File: src/rtl/skip_seq_pkg.sv
package skip_seq_pkg;
  localparam int unsigned SKIP_MASK_W   = 32;
  localparam int unsigned SKIP_MAX_JUMP = 8;
  localparam int unsigned SKIP_SETUP    = 4;

  typedef enum logic {
    FETCH_STREAM = 1'b0,
    FETCH_LOCAL  = 1'b1
  } fetch_mode_e;
endpackage

File: src/rtl/skip_step_calc.sv
module skip_step_calc
  import skip_seq_pkg::*;
#(
  parameter int unsigned MASK_W   = SKIP_MASK_W,
  parameter int unsigned MAX_JUMP = SKIP_MAX_JUMP,
  parameter int unsigned INC_W    = $clog2(MAX_JUMP + 1)
) (
  input  logic [MASK_W-1:0] mask,
  input  fetch_mode_e       mode,
  output logic              exec,
  output logic [INC_W-1:0]  inc
);
  localparam int unsigned SCAN = (MAX_JUMP < MASK_W) ? MAX_JUMP : MASK_W;

  // Count the set bits at the low end of the mask, stopping at the first
  // clear bit or after SCAN positions.
  function automatic logic [INC_W-1:0] low_run(input logic [MASK_W-1:0] m);
    logic [INC_W-1:0] n;
    logic             stop;
    n    = '0;
    stop = 1'b0;
    for (int i = 0; i < SCAN; i++) begin
      if (!stop) begin
        if (m[i]) n = n + INC_W'(1);
        else      stop = 1'b1;
      end
    end
    return n;
  endfunction

  logic [INC_W-1:0] run;
  logic             run_full;

  assign run      = low_run(mask);
  assign run_full = (run == INC_W'(MAX_JUMP));

  always_comb begin
    if (mode == FETCH_LOCAL) begin
      exec = !run_full;
      inc  = run_full ? INC_W'(MAX_JUMP) : run + INC_W'(1);
    end else begin
      exec = !mask[0];
      inc  = INC_W'(1);
    end
  end
endmodule

File: src/rtl/skip_setup_timer.sv
module skip_setup_timer
  import skip_seq_pkg::*;
#(
  parameter int unsigned SETUP_CYC = SKIP_SETUP,
  parameter int unsigned CNT_W     = $clog2(SETUP_CYC + 1)
) (
  input  logic clk,
  input  logic rst_n,
  input  logic start,
  input  logic abort,
  output logic ready
);
  logic [CNT_W-1:0] left_q;

  always_ff @(posedge clk) begin
    if (!rst_n)                left_q <= '0;
    else if (abort)            left_q <= '0;
    else if (start)            left_q <= CNT_W'(SETUP_CYC);
    else if (left_q != '0)     left_q <= left_q - CNT_W'(1);
  end

  assign ready = (left_q == '0);
endmodule

File: src/rtl/skip_seq.sv
module skip_seq
  import skip_seq_pkg::*;
#(
  parameter int unsigned MASK_W    = SKIP_MASK_W,
  parameter int unsigned MAX_JUMP  = SKIP_MAX_JUMP,
  parameter int unsigned SETUP_CYC = SKIP_SETUP,
  parameter int unsigned INC_W     = $clog2(MAX_JUMP + 1)
) (
  input  logic              clk,
  input  logic              rst_n,
  input  logic              load_i,
  input  logic [MASK_W-1:0] mask_i,
  input  logic              ret_cancel_i,
  input  logic              local_mode_i,
  input  logic              valid_i,
  input  logic              advance_i,
  output logic              ready_o,
  output logic              exec_o,
  output logic [INC_W-1:0]  pc_inc_o
);
  logic [MASK_W-1:0] mask_q;
  logic              step_fire;
  logic              load_take;
  fetch_mode_e       mode;

  assign mode      = local_mode_i ? FETCH_LOCAL : FETCH_STREAM;
  assign load_take = load_i && !ret_cancel_i;
  assign step_fire = valid_i && advance_i && ready_o && !load_i && !ret_cancel_i;

  skip_step_calc #(
    .MASK_W(MASK_W), .MAX_JUMP(MAX_JUMP), .INC_W(INC_W)
  ) u_calc (
    .mask (mask_q),
    .mode (mode),
    .exec (exec_o),
    .inc  (pc_inc_o)
  );

  skip_setup_timer #(
    .SETUP_CYC(SETUP_CYC)
  ) u_timer (
    .clk   (clk),
    .rst_n (rst_n),
    .start (load_take),
    .abort (ret_cancel_i),
    .ready (ready_o)
  );

  always_ff @(posedge clk) begin
    if (!rst_n)            mask_q <= '0;
    else if (ret_cancel_i) mask_q <= '0;
    else if (load_i)       mask_q <= mask_i;
    else if (step_fire)    mask_q <= mask_q >> pc_inc_o;
  end
endmodule

File: config.mk
export PLATFORM = sky130hd
export DESIGN_NAME = skip_seq
export DESIGN_NICKNAME = d
export VERILOG_FILES = /design/src/rtl/skip_seq_pkg.sv /design/src/rtl/skip_step_calc.sv /design/src/rtl/skip_setup_timer.sv /design/src/rtl/skip_seq.sv
export SDC_FILE = /design/constraint.sdc
export NUM_CORES = 1
export LEC_CHECK = 0
export ABC_CLOCK_PERIOD_IN_PS = 6500
export CORE_MARGIN = 1.5
export CORE_UTILIZATION = 30
export DETAILED_ROUTE_END_ITERATION = 16
export PLACE_DENSITY = 0.53
export SYNTH_ARGS = -nofsm -noshare
export SYNTH_HDL_FRONTEND = slang
export SYNTH_SLANG_ARGS = --single-unit
File: constraint.sdc
create_clock -name clk -period 6.5 [get_ports clk]
set_input_delay 0.65 -clock clk [delete_from_list [all_inputs] [get_ports clk]]
set_output_delay 0.65 -clock clk [all_outputs]
set_load 0.02 [all_outputs]
# Yosys cells after proc, flatten, opt, wreduce, memory -nomap -nowiden
# Cells that the tools add are included.
[totals] register_bits=35 out_inout_bits=6 word_cells=66 input_bits=39
[classes] reduce_logical=15 n_mux=36 addsub=9 n_shift=1 eq_ne=1 bitwise_logic=1
[op_table] operator="2-to-1 mux 32 bit" n=2
[op_table] operator="2-to-1 mux 4 bit" n=16
[op_table] operator="adder 4 x 1 -> 4 bit (second input constant)" n=8
[op_table] operator=">> shifter 32 x 4 -> 32 bit" n=1
[op_table] operator="2-to-1 mux 1 bit" n=16
[op_table] operator="2-to-1 mux 3 bit" n=2
[op_table] operator="logical AND 1 bit" n=5
[op_table] operator="== test 4 bit (second input constant)" n=1
[op_table] operator="logical NOT 1 bit" n=4
[op_table] operator="nonzero test 2 bit" n=2
[op_table] operator="logical NOT 3 bit" n=1
[op_table] operator="nonzero test 3 bit" n=1
[op_table] operator="OR reduction 3 bit" n=1
[op_table] operator="subtractor 3 x 1 -> 3 bit (second input constant)" n=1
[op_table] operator="OR reduction 2 bit" n=1
[op_table] operator="NOT 1 bit" n=1

# Depth between registers and ports, before layout
# Gate-level depths: netlist of run 1.
[logic_depth] word_depth=28 depth_mapped=35 mapped_depth_nobuf=33

# Modules after synthesis
# Synthesis of run 1 repeated with hierarchy kept, for this count alone.
[unflattened] cells_unflattened=425 area_unflattened_um2=3457.1
[modules_own_cells] mod="skip_seq" n_inst=1 seq_area_each_um2=640.6 area_each_um2=2802.7 cells_each=342
[modules_own_cells] mod="skip_step_calc" n_inst=1 seq_area_each_um2=0.0 area_each_um2=476.7 cells_each=64
[modules_own_cells] mod="skip_setup_timer" n_inst=1 seq_area_each_um2=60.1 area_each_um2=177.7 cells_each=19

# Least setup slack after synthesis of run 1
# No wires, ideal clock.
[synth_path] path_kind="register to register" start="register mask_q[0]" end="register mask_q[2]" n_path_buf=4 required_ns=6.375 setup_time_ns=0.125 period_less_slack_ns=6.739 slack_ns=-0.239 t_arrival_ns=6.614 stages_incl_launch_ff=35 path_cell_list="dfxtp_1 > buf_2 > nand2_1 > inv_1 > ha_1 > inv_1 > a21oi_1 > ha_1 > mux2i_1 > a21oi_1 > ha_1 > mux2_2 > ha_1 > mux2i_1 > nand4_1 > and3_1 > ha_1 > inv_1 > o21ai_0 > ha_1 > nand4_1 > o31ai_1 > o21ai_0 > nand2_1 > ha_1 > nand2_1 > inv_1 > clkbuf_1 > clkbuf_1 > clkbuf_1 > mux2i_1 > mux2i_1 > mux2_2 > a2bb2oi_1 > o31ai_1"
[synth_between] elab_chain_cells=28 word_cells_on_any_way=37 classes_between="add/sub: 8; eq/ne: 1; shift: 1; mux: 27"
[synth_lines] element="start, declared" line="skip_seq.sv:21" source="logic [MASK_W-1:0] mask_q;"
[synth_lines] element="start signal, assigned" line="skip_seq.sv:52" source="else if (load_i) mask_q <= mask_i;"
[synth_lines] element="start signal, assigned" line="skip_seq.sv:53" source="else if (step_fire) mask_q <= mask_q >> pc_inc_o;"
[synth_lines] element="2-to-1 mux 1 bit" line="skip_step_calc.sv:24" source="if (m[i]) n = n + INC_W'(1);"
[synth_lines] element="adder 4 x 1 -> 4 bit" line="skip_step_calc.sv:24"
[synth_lines] element="2-to-1 mux 4 bit" line="skip_step_calc.sv:24"
[synth_lines] element="2-to-1 mux 4 bit" line="skip_step_calc.sv:23" source="if (!stop) begin"
[synth_lines] element="adder 4 x 1 -> 4 bit" line="skip_step_calc.sv:24"
[synth_lines] element="2-to-1 mux 4 bit" line="skip_step_calc.sv:24"
[synth_lines] element="2-to-1 mux 4 bit" line="skip_step_calc.sv:23"
[synth_lines] element="adder 4 x 1 -> 4 bit" line="skip_step_calc.sv:24"
[synth_lines] element="(+13 left out)"
[synth_lines] element="2-to-1 mux 4 bit *" line="skip_step_calc.sv:23"
[synth_lines] element="adder 4 x 1 -> 4 bit / == test 4 bit (equally long branches)" line="skip_step_calc.sv:40, skip_step_calc.sv:35"
[synth_lines] element="2-to-1 mux 4 bit *" line="skip_step_calc.sv:40" source="inc = run_full ? INC_W'(MAX_JUMP) : run + INC_W'(1);"
[synth_lines] element="2-to-1 mux 4 bit *" line="skip_step_calc.sv:38" source="if (mode == FETCH_LOCAL) begin"
[synth_lines] element="named net pc_inc_o[1]" line="skip_seq.sv:19" source="output logic [INC_W-1:0] pc_inc_o"
[synth_lines] element=">> shifter 32 x 4 -> 32 bit *" line="skip_seq.sv:53"
[synth_lines] element="2-to-1 mux 32 bit *" line="skip_seq.sv:53"
[synth_lines] element="2-to-1 mux 32 bit *" line="skip_seq.sv:52"
# The timed path passes the listed nets; every way through them passes the cells marked *. The select of a mux whose other input is x is not followed.
# A chain may end at the register's enable or synchronous reset.

# Worst setup path after layout of run 1
[layout_path] start="register mask_q[0]" end="output port pc_inc_o[0]"
[layout_between] elab_chain_cells=25 word_cells_on_any_way=34 classes_between="add/sub: 8; eq/ne: 1; mux: 25"
[layout_lines] element="2-to-1 mux 1 bit" line="skip_step_calc.sv:24"
[layout_lines] element="adder 4 x 1 -> 4 bit" line="skip_step_calc.sv:24"
[layout_lines] element="2-to-1 mux 4 bit" line="skip_step_calc.sv:24"
[layout_lines] element="2-to-1 mux 4 bit" line="skip_step_calc.sv:23"
[layout_lines] element="adder 4 x 1 -> 4 bit" line="skip_step_calc.sv:24"
[layout_lines] element="2-to-1 mux 4 bit" line="skip_step_calc.sv:24"
[layout_lines] element="2-to-1 mux 4 bit" line="skip_step_calc.sv:23"
[layout_lines] element="adder 4 x 1 -> 4 bit" line="skip_step_calc.sv:24"
[layout_lines] element="(+9 left out)"
[layout_lines] element="2-to-1 mux 4 bit" line="skip_step_calc.sv:24"
[layout_lines] element="2-to-1 mux 4 bit" line="skip_step_calc.sv:23"
[layout_lines] element="adder 4 x 1 -> 4 bit" line="skip_step_calc.sv:24"
[layout_lines] element="2-to-1 mux 4 bit" line="skip_step_calc.sv:24"
[layout_lines] element="2-to-1 mux 4 bit *" line="skip_step_calc.sv:23"
[layout_lines] element="adder 4 x 1 -> 4 bit / == test 4 bit (equally long branches)" line="skip_step_calc.sv:40, skip_step_calc.sv:35"
[layout_lines] element="2-to-1 mux 4 bit *" line="skip_step_calc.sv:40"
[layout_lines] element="2-to-1 mux 4 bit *" line="skip_step_calc.sv:38"
[layout_lines] element="end, declared" line="skip_seq.sv:19"
# Mark *: on every way between the ends. The rest lies on a longest branch, timed or not.

==> results of run 1 <==
## final cells by class
type	count	area [um^2]
Fill cell	1362	8130
Multi-Input combinational cell	439	3260
Timing Repair Buffer	79	729
Sequential cell	35	706
Tap cell	176	220
Clock buffer	5	125
Inverter	22	85.1
Clock inverter	3	43.8
## Yosys cell counts (7+ instances only)
library cell  number
inv_1             20
o21ai_0           34
nor3_1            25
o31ai_1            9
or3_1              8
o211ai_1          13
dfxtp_1           35
nand2_1           54
a211oi_1           8
a21oi_1           30
a221oi_1           7
nand3_1           12
mux2_2            11
ha_1              10
nor2_1            32
nand2b_1           9
clkbuf_1          28
a31oi_1           11
mux2i_1           52
## cells by family (layout without fill, tap and decap cells)
logic type,count (synthesis),in the layout
buffers and inverters,67,109
muxes,64,64
DFF,35,35
xor gates and xnor gates,4,4
adders and majority gates,10,10
AOI/OAI and AO/OA,189,189
and+or+nand+nor,172,172
## placed cells by master, fill, tap and decap left out, types with 8 or more instances in the layout
cell	netlist	routed
nand2_1	54	51
mux2i_1	52	51
clkdlybuf4s50_1	0	40
dfxtp_1	35	33
nor2_1	32	32
o21ai_0	34	31
buf_4	3	31
a21oi_1	30	27
nor3_1	25	22
inv_1	20	18
o211ai_1	13	13
nand3_1	12	12
mux2_2	11	10
a31oi_1	11	10
nand2b_1	9	9
o31ai_1	9	8
or3_1	8	8
## layer usage
metal  part of all wire [%]  global-route usage (%)  up-vias
met4                    3.6                    7.07        0
met3                    9.1                    3.33       44
met1                     42                    28.8     2202
li1                       -                       -     2158
met5                      0                       0        -
met2                     45                    33.4      289
## through the flow
stage	hold slack (ns)	setup slack, ns
after global placement	0.492	0.193
after CTS	0.514	0.00835
final	0.512	0.206
after detailed placement	0.506	-0.0185
after global routing	0.543	-0.0802
after floorplan	0.480	0.00956
## repair_timing
item                       CTS  global route
setup endpoints to repair   14            37
pin swaps                    1            11
resized for setup            8            42
buffers inserted             1             6
## where the power goes
| part | internal (mW) | switching (mW) |
|---|---|---|
| Clock | 0.181 | 0.101 |
| Combinational | 0.0811 | 0.100 |
| Sequential | 0.224 | 0.0172 |
## worst min path at each step
stage                   endpoint  depth (start not counted)  slack [ns]
3_5_place_dp   u_timer.left_q[1]                          2        0.51
5_1_grt        u_timer.left_q[1]                          2        0.54
4_1_cts        u_timer.left_q[1]                          2        0.51
6_report       u_timer.left_q[1]                          2        0.51
2_1_floorplan  u_timer.left_q[1]                          2        0.48
3_3_place_gp   u_timer.left_q[1]                          2        0.49
## registers in the layout, indices dropped and copies added (netlist names)
name,count
mask_q,32
u_timer.left_q,3
## critical path: cells and delay by family (launching register included)
family / cells / cell delay (ns)
mux: 3 / 0.66
compound gates: 7 / 1.12
flops: 1 / 0.36
simple gates: 6 / 0.86
fa+ha+maj: 7 / 1.85
buf+inv: 4 / 0.50
==> qor.csv, run 1 <==
metric,value,unit
CTS Buf Count,5,
Max Clk Rate,159,MHz
Mapped Area,0.00409,mm^2
Reg-to-Reg Start,mask_q[0],
vias post-DR,4693,
Worst EP required,5.85,ns
xor-xnor portion of the synthesized cell area,1.19,%
H-Tree Depth,2,
Critical Path AT,5.64,ns
Gate Count Post-Synth,541,
total grt overflow,0,
Final Hold Viols,0,
drt initial violations,638,
slowest CP cell,dfxtp_4,
Mean Syn Cell Area,7.57,um^2
final net count,631,
ANT nets after route,0,
pin count of the biggest net entering global routing,39,
CP Launch Point,mask_q[0],
CTS tree,built,
Yosys reg bits,35,
layout cells sized above 1,18.7,%
area delta synth->final,26.2,%
Reg-to-Reg End,mask_q[1],
R2R cell count,30,
fraction of the yosys area taken by sequential cells,17.1,%
Placed Area,0.00478,mm^2
crit path time final,6.29,ns
clock sink count,35,
actual slew at the worst max-slew pin,0.880,ns
top cell type's share of synthesized area,17.1,%
status,"finished, final reports clean",
synthesized-area fraction occupied by adder cells,3.06,%
Clock Path Buffers,2,
number of antenna diodes,0,
Tot GR Track Use,21.0,%
CP max stage delay,0.36,ns
Worst-path clk slew,0.06,ns
YS warnings,0,
Hold WC Path Type,reg -> reg,
drt total wl,15.6,mm
dominant cell type by area after synthesis,dfxtp_1,
routed vias/inst,6.18,
Final Total Pwr,0.705,mW
post-synthesis mux area share,16.1,%
first-pass GRT wire length,23.9,mm
Worst setup SP type,flop,
Post-CTS Hold Buffers,0,
"Net Count, Synth",590,
die area,0.0144,mm^2
unrepaired setup endpoints after global routing,true,
hold path startpoint,u_timer.left_q[1],
Worst setup endpoint,pc_inc_o[0],
Layout Utilization,38.9,%
Post-Synth Simple-Gate Area,21.2,%
LEAKAGE,1.96,nW
final period utilization,96.8,%
gpl congestion,0.985,
largest family of logic cells by synthesized area,compound AO/OA/AOI/OAI gates,
Worst VDD drop,0.130,mV
number of max-cap violations,0,
drt pass-1 iters,6,
Initial Utilization,30.8,%
drt drc,0,
"Primary FF master, synth",dfxtp_1,
worst relative slew slack,41.0,%
Post-synth EDFFs,0,
IO Pins,45,
Critical Path Fanout Max,5,
Placed Cells,744,
vias in the first global route,4364,
cell repeated most along the worst path,ha_1,
initial antenna violation count,0,
final setup violation count,0,
complex-gate fraction of the synthesized area,33.9,%
DP Wirelength,11.3,mm
setup_tns,0,ns
die height,120,um
PD cells,136,mW/mm^2
Core ar.,0.0133,mm^2
max-slew violation count,0,
R2R setup slack,0.21,ns
average routed wire per standard cell,20.6,um
Die Wd,120,um
Non-Filler Instances,759,
Area contributors post-synth,"dfxtp_1 (17%), mux2i_1 (13%), nand2_1 (5.0%)",
clk_skew,0.00266,ns
Async SR Flop Fraction,0,%
critical path type,reg -> out,
Cell Rows,42,
root buf cell,clkbuf_16,
Setup crit end kind,output pin,
Skew-Pair Late Insertion Delay,0.28,ns
Post-Layout Inst Area,0.00517,mm^2
Netlist cell types,80,
# port buffers,44,
(Power assumes the default switching activity.)
==> run 2, diff against run 1 <==
--- a/config.mk
+++ b/config.mk
@@ -8,6 +8,7 @@
 export ABC_CLOCK_PERIOD_IN_PS = 6500
 export CORE_MARGIN = 1.5
 export CORE_UTILIZATION = 30
+export CTS_BUF_LIST = sky130_fd_sc_hd__clkbuf_8
 export DETAILED_ROUTE_END_ITERATION = 16
 export PLACE_DENSITY = 0.53
 export SYNTH_ARGS = -nofsm -noshare
==> run 2 against run 1 <==
Net effect:
- hold slack better by 0.0019 ns
- flip-flop and latch count unchanged
- clock power fell by 26%
- largest cell class unchanged
==> qor.csv, run 2 (synthesis results as in run 1) <==
metric,value,unit
root buf cell,clkbuf_8,
PD cells,123,mW/mm^2
vias post-DR,4745,
CP max stage delay,0.41,ns
Die Wd,120,um
Initial Utilization,30.8,%
crit path time final,6.32,ns
Setup crit end kind,flop,
Core ar.,0.0133,mm^2
Skew-Pair Late Insertion Delay,0.30,ns
max-slew violation count,0,
Non-Filler Instances,762,
Placed Cells,744,
H-Tree Depth,2,
CTS Buf Count,5,
gpl congestion,0.985,
critical path type,reg -> reg,
Max Clk Rate,158,MHz
final net count,634,
final setup violation count,0,
Final Hold Viols,0,
Tot GR Track Use,20.9,%
number of max-cap violations,0,
drt pass-1 iters,6,
routed vias/inst,6.23,
clock sink count,35,
Reg with most FFs,mask_q,
layout cells sized above 1,18.4,%
status,"finished, final reports clean",
actual slew at the worst max-slew pin,0.907,ns
Worst VDD drop,0.116,mV
die height,120,um
slowest CP cell,a2111oi_2,
GR Layer Usage met1,28.5,%
setup_tns,0,ns
LEAKAGE,1.94,nW
Critical Path Fanout Max,5,
initial antenna violation count,0,
Cell Rows,42,
clk_skew,0.00449,ns
met3 usage,3.71,%
ANT nets after route,0,
average routed wire per standard cell,20.4,um
Critical Path AT,6.53,ns
met2 Track Usage GR,33.1,%
pin count of the biggest net entering global routing,39,
area delta synth->final,25.0,%
CTS tree,built,
Worst setup SP type,flop,
GR peak layer,met2,
max FFs per register,32,
Hold WC Path Type,reg -> reg,
vias in the first global route,4365,
die area,0.0144,mm^2
IO Pins,45,
FILL cells,1378,
most frequent cells in the layout,"nand2_1 (51), mux2i_1 (51), clkdlybuf4s50_1 (40), dfxtp_1 (33), buf_4 (33)",
Worst-path clk slew,0.08,ns
drt initial violations,616,
final period utilization,97.2,%
DP Wirelength,11.3,mm
Clock Path Buffers,2,
number of antenna diodes,0,
worst relative slew slack,39.2,%
drt drc,0,
first-pass GRT wire length,23.9,mm
Hold Slack,0.514,ns
largest registers,"mask_q (32), u_timer.left_q (3)",
Worst EP required,6.71,ns
drt total wl,15.6,mm
# port buffers,44,
total grt overflow,0,
## run 2: cell count changes in the layout (fill, tap and decap cells not counted), sizes merged
cell / change
buf: +3
clkdlybuf4s15: -1
clkbuf: +1
## run 2: path summary, 6_finish.rpt
path	from	to	slack, ns	cells past startpoint
setup / recovery	mask_q[1]	mask_q[12]	0.18	32
hold / removal	u_timer.left_q[1]	u_timer.left_q[1]	0.51	2
setup reg to reg	mask_q[1]	mask_q[12]	0.18	32
hold reg to reg	u_timer.left_q[1]	u_timer.left_q[1]	0.51	2
## run 2: worst max-delay path: cells and delay by family, from the launching register on
| family | cells | cell delay, ns |
|---|---|---|
| fa+ha+maj | 7 | 1.77 |
| simple gates | 6 | 0.81 |
| compound gates | 11 | 2.23 |
| mux | 3 | 0.65 |
| flops | 1 | 0.38 |
| buf+inv | 5 | 0.38 |
## run 2: per-layer routing
layer	wire, um	vias up
met4	617	0
met3	1530	51
met2	6850	317
met5	0	-
li1	-	2174
met1	6590	2203
## run 2: layout make-up
class	instances	area, um^2	share of cell area, %
timing repair buffer	82	751	14.7
sequential	35	708	13.8
tap	176	220	4.30
multi-input combinational	439	3240	63.3
clock buffer	5	68.8	1.34
clock inverter	3	43.8	0.856
inverter	22	85.1	1.66
## run 2: what timing repair did
item                                    4_1_cts  5_1_grt
endpoints found under the setup margin       14       37
pin swaps                                     2       10
gates resized for setup                      10       38
hold buffers                                  0        0
setup buffers                                 3        7
## run 2: stage by stage
step           util, %  instance area [um^2]  setup slack, ns  total power [mW]
6_report          38.5                  5120            0.182             0.632
4_1_cts           37.2                  4940           0.0203             0.620
5_1_grt           38.5                  5120          -0.0856             0.655
3_3_place_gp      35.9                  4780            0.193             0.412
2_1_floorplan        -                  4100          0.00956             0.345
3_5_place_dp      35.9                  4780          -0.0185             0.413
## run 2: power by group
part / total (mW) / internal (mW) / switching [mW]
logic: 0.182 / 0.0822 / 0.0999
clock network: 0.208 / 0.114 / 0.0940
registers: 0.241 / 0.224 / 0.0175
==> run 3, diff against run 2 <==
--- a/config.mk
+++ b/config.mk
@@ -10,6 +10,7 @@
 export CORE_UTILIZATION = 30
 export CTS_BUF_LIST = sky130_fd_sc_hd__clkbuf_8
 export DETAILED_ROUTE_END_ITERATION = 16
+export GPL_TIMING_DRIVEN = 0
 export PLACE_DENSITY = 0.53
 export SYNTH_ARGS = -nofsm -noshare
 export SYNTH_HDL_FRONTEND = slang
==> run 3 against run 2 <==
Net effect:
- clock power is 21% lower
- clock skew up 0.0027 ns
- hold slack better by 0.013 ns
- first-iteration DRC count shrank 14%
- combinational power is 11% higher
- count of clock-buffer cells in the layout is the same
- global-route usage grew 2.4 points
- flip-flop and latch count did not move
- sequential power about the same
- non-clock buffer count grew 37
- core utilization grew 2.6 points
- critical path type unchanged
- largest cell class unchanged
- largest power group unchanged
==> qor.csv, run 3 (synthesis results as in run 1) <==
metric,value,unit
die area,0.0144,mm^2
pre-CTS setup slack,-1.39,ns
Core ar.,0.0133,mm^2
drt total wl,17.5,mm
number of max-cap violations,0,
DP Wirelength,12.7,mm
max-slew violation count,0,
most frequent cells in the layout,"nand2_1 (49), mux2i_1 (49), clkdlybuf4s50_1 (38), buf_4 (35), dfxtp_1 (33)",
R2R setup slack,0.17,ns
actual slew at the worst max-slew pin,1.27,ns
unrepaired setup endpoints after global routing,true,
Tot GR Track Use,23.3,%
Hold Slack,0.526,ns
WHS Path Cells,2,
# port buffers,42,
largest registers,"mask_q (32), u_timer.left_q (3)",
Worst-path clk slew,0.08,ns
H-Tree Depth,2,
first-pass GRT wire length,26.1,mm
Cell Rows,42,
initial antenna violation count,0,
Initial Utilization,30.8,%
CTS Buf Count,5,
average routed wire per standard cell,21.8,um
CP Launch Point,mask_q[1],
R2R cell count,34,
vias in the first global route,4647,
max FFs per register,32,
drt drc,0,
cell repeated most along the worst path,ha_1,
drt initial violations,531,
critical path type,reg -> reg,
Critical Path AT,6.53,ns
Non-Filler Instances,799,
ANT nets after route,0,
Final Hold Viols,0,
crit path time final,6.33,ns
status,"finished, final reports clean",
Clock Path Buffers,2,
Worst setup endpoint,mask_q[7],
Final Total Pwr,0.605,mW
worst relative slew slack,14.1,%
CP max stage delay,0.36,ns
FILL cells,1381,
slowest CP cell,o32ai_1,
Critical Path Fanout Max,10,
layout cells sized above 1,22.5,%
Worst setup SP type,flop,
root buf cell,clkbuf_8,
Max Clk Rate,158,MHz
CTS tree,built,
die height,120,um
Reg with most FFs,mask_q,
clock sink count,35,
Skew-Pair Late Insertion Delay,0.30,ns
Placed Cells,759,
routed vias/inst,6.17,
final net count,671,
pin count of the biggest net entering global routing,11,
number of antenna diodes,0,
IO Pins,45,
final period utilization,97.4,%
clk_skew,0.00719,ns
Reg-to-Reg Start,mask_q[1],
setup ws final,0.169,ns
Die Wd,120,um
drt pass-1 iters,5,
Worst EP required,6.70,ns
Post-CTS Hold Buffers,0,
final setup violation count,0,
Reg-to-Reg End,mask_q[7],
area delta synth->final,33.5,%
PD cells,111,mW/mm^2
LEAKAGE,2.09,nW
Hold WC Path Type,reg -> reg,
Setup crit end kind,flop,
Worst VDD drop,0.0759,mV
gpl congestion,0.969,
vias post-DR,4927,
total grt overflow,0,
setup_tns,0,ns
-- run 3: changes by cell type in the layout (fill, tap and decap cells not counted), moves of 3 or more --
| cell | delta |
|---|---|
| clkbuf_1 | +18 |
| buf_2 | +5 |
| buf_6 | +5 |
| a21oi_1 | -4 |
| a21oi_2 | +4 |
| clkbuf_8 | +3 |
-- run 3: final cells by class --
type / instances / area, um^2 / area share, %
plain buffers: 45 / 340 / 6.23
clock buffers: 5 / 68.8 / 1.26
clock inverters: 3 / 12.5 / 0.229
inverters: 22 / 87.6 / 1.60
multi-input cells: 439 / 3370 / 61.8
flip-flops and latches: 35 / 703 / 12.9
well taps: 176 / 220 / 4.03
repair buffers: 74 / 657 / 12.0
-- run 3: how the worst min path moves through the flow --
| stage | from | endpoint | slack (ns) |
|---|---|---|---|
| 2_1_floorplan | u_timer.left_q[1] | u_timer.left_q[1] | 0.48 |
| 3_3_place_gp | u_timer.left_q[1] | u_timer.left_q[1] | 0.49 |
| 3_5_place_dp | u_timer.left_q[1] | u_timer.left_q[1] | 0.52 |
| 4_1_cts | u_timer.left_q[1] | u_timer.left_q[1] | 0.53 |
| 5_1_grt | u_timer.left_q[1] | u_timer.left_q[1] | 0.55 |
| 6_report | u_timer.left_q[1] | u_timer.left_q[1] | 0.53 |
-- run 3: worst max-delay path, delay by kind of cell (launching register included) --
kind / cells / cell delay (ns)
multiplexers: 4 / 0.84
flip-flops: 1 / 0.33
adder cells (fa/ha/maj): 7 / 1.91
AO/OA/AOI/OAI: 10 / 1.64
buffers and inverters: 7 / 0.78
AND/OR/NAND/NOR: 6 / 0.72
-- run 3: through the flow --
step | area (um^2) | utilization [%]
finish | 5460 | 41.1
CTS | 5170 | 38.9
global route | 5460 | 41.1
global placement | 4740 | 35.6
floorplan | 4100 | -
detailed placement | 4740 | 35.6
-- run 3: timing repair --
action / 4_1_cts / 5_1_grt
endpoints found under the setup margin: 37 / 37
resized for setup: 68 / 58
pin swaps: 15 / 23
buffers inserted: 14 / 18
-- run 3: where the power goes --
group	internal, mW	leakage (nW)	switching (mW)
sequential	0.224	0.287	0.0138
combinational	0.0890	1.75	0.113
clock	0.0724	0.0505	0.0931
-- run 3: metal layers --
layer / track usage, % / vias up / wire [um]
met2: 37.3 / 315 / 7890
li1: - / 2232 / -
met5: 0 / - / 0
met1: 31.2 / 2323 / 7390
met3: 3.37 / 57 / 1460
met4: 10.3 / 0 / 723
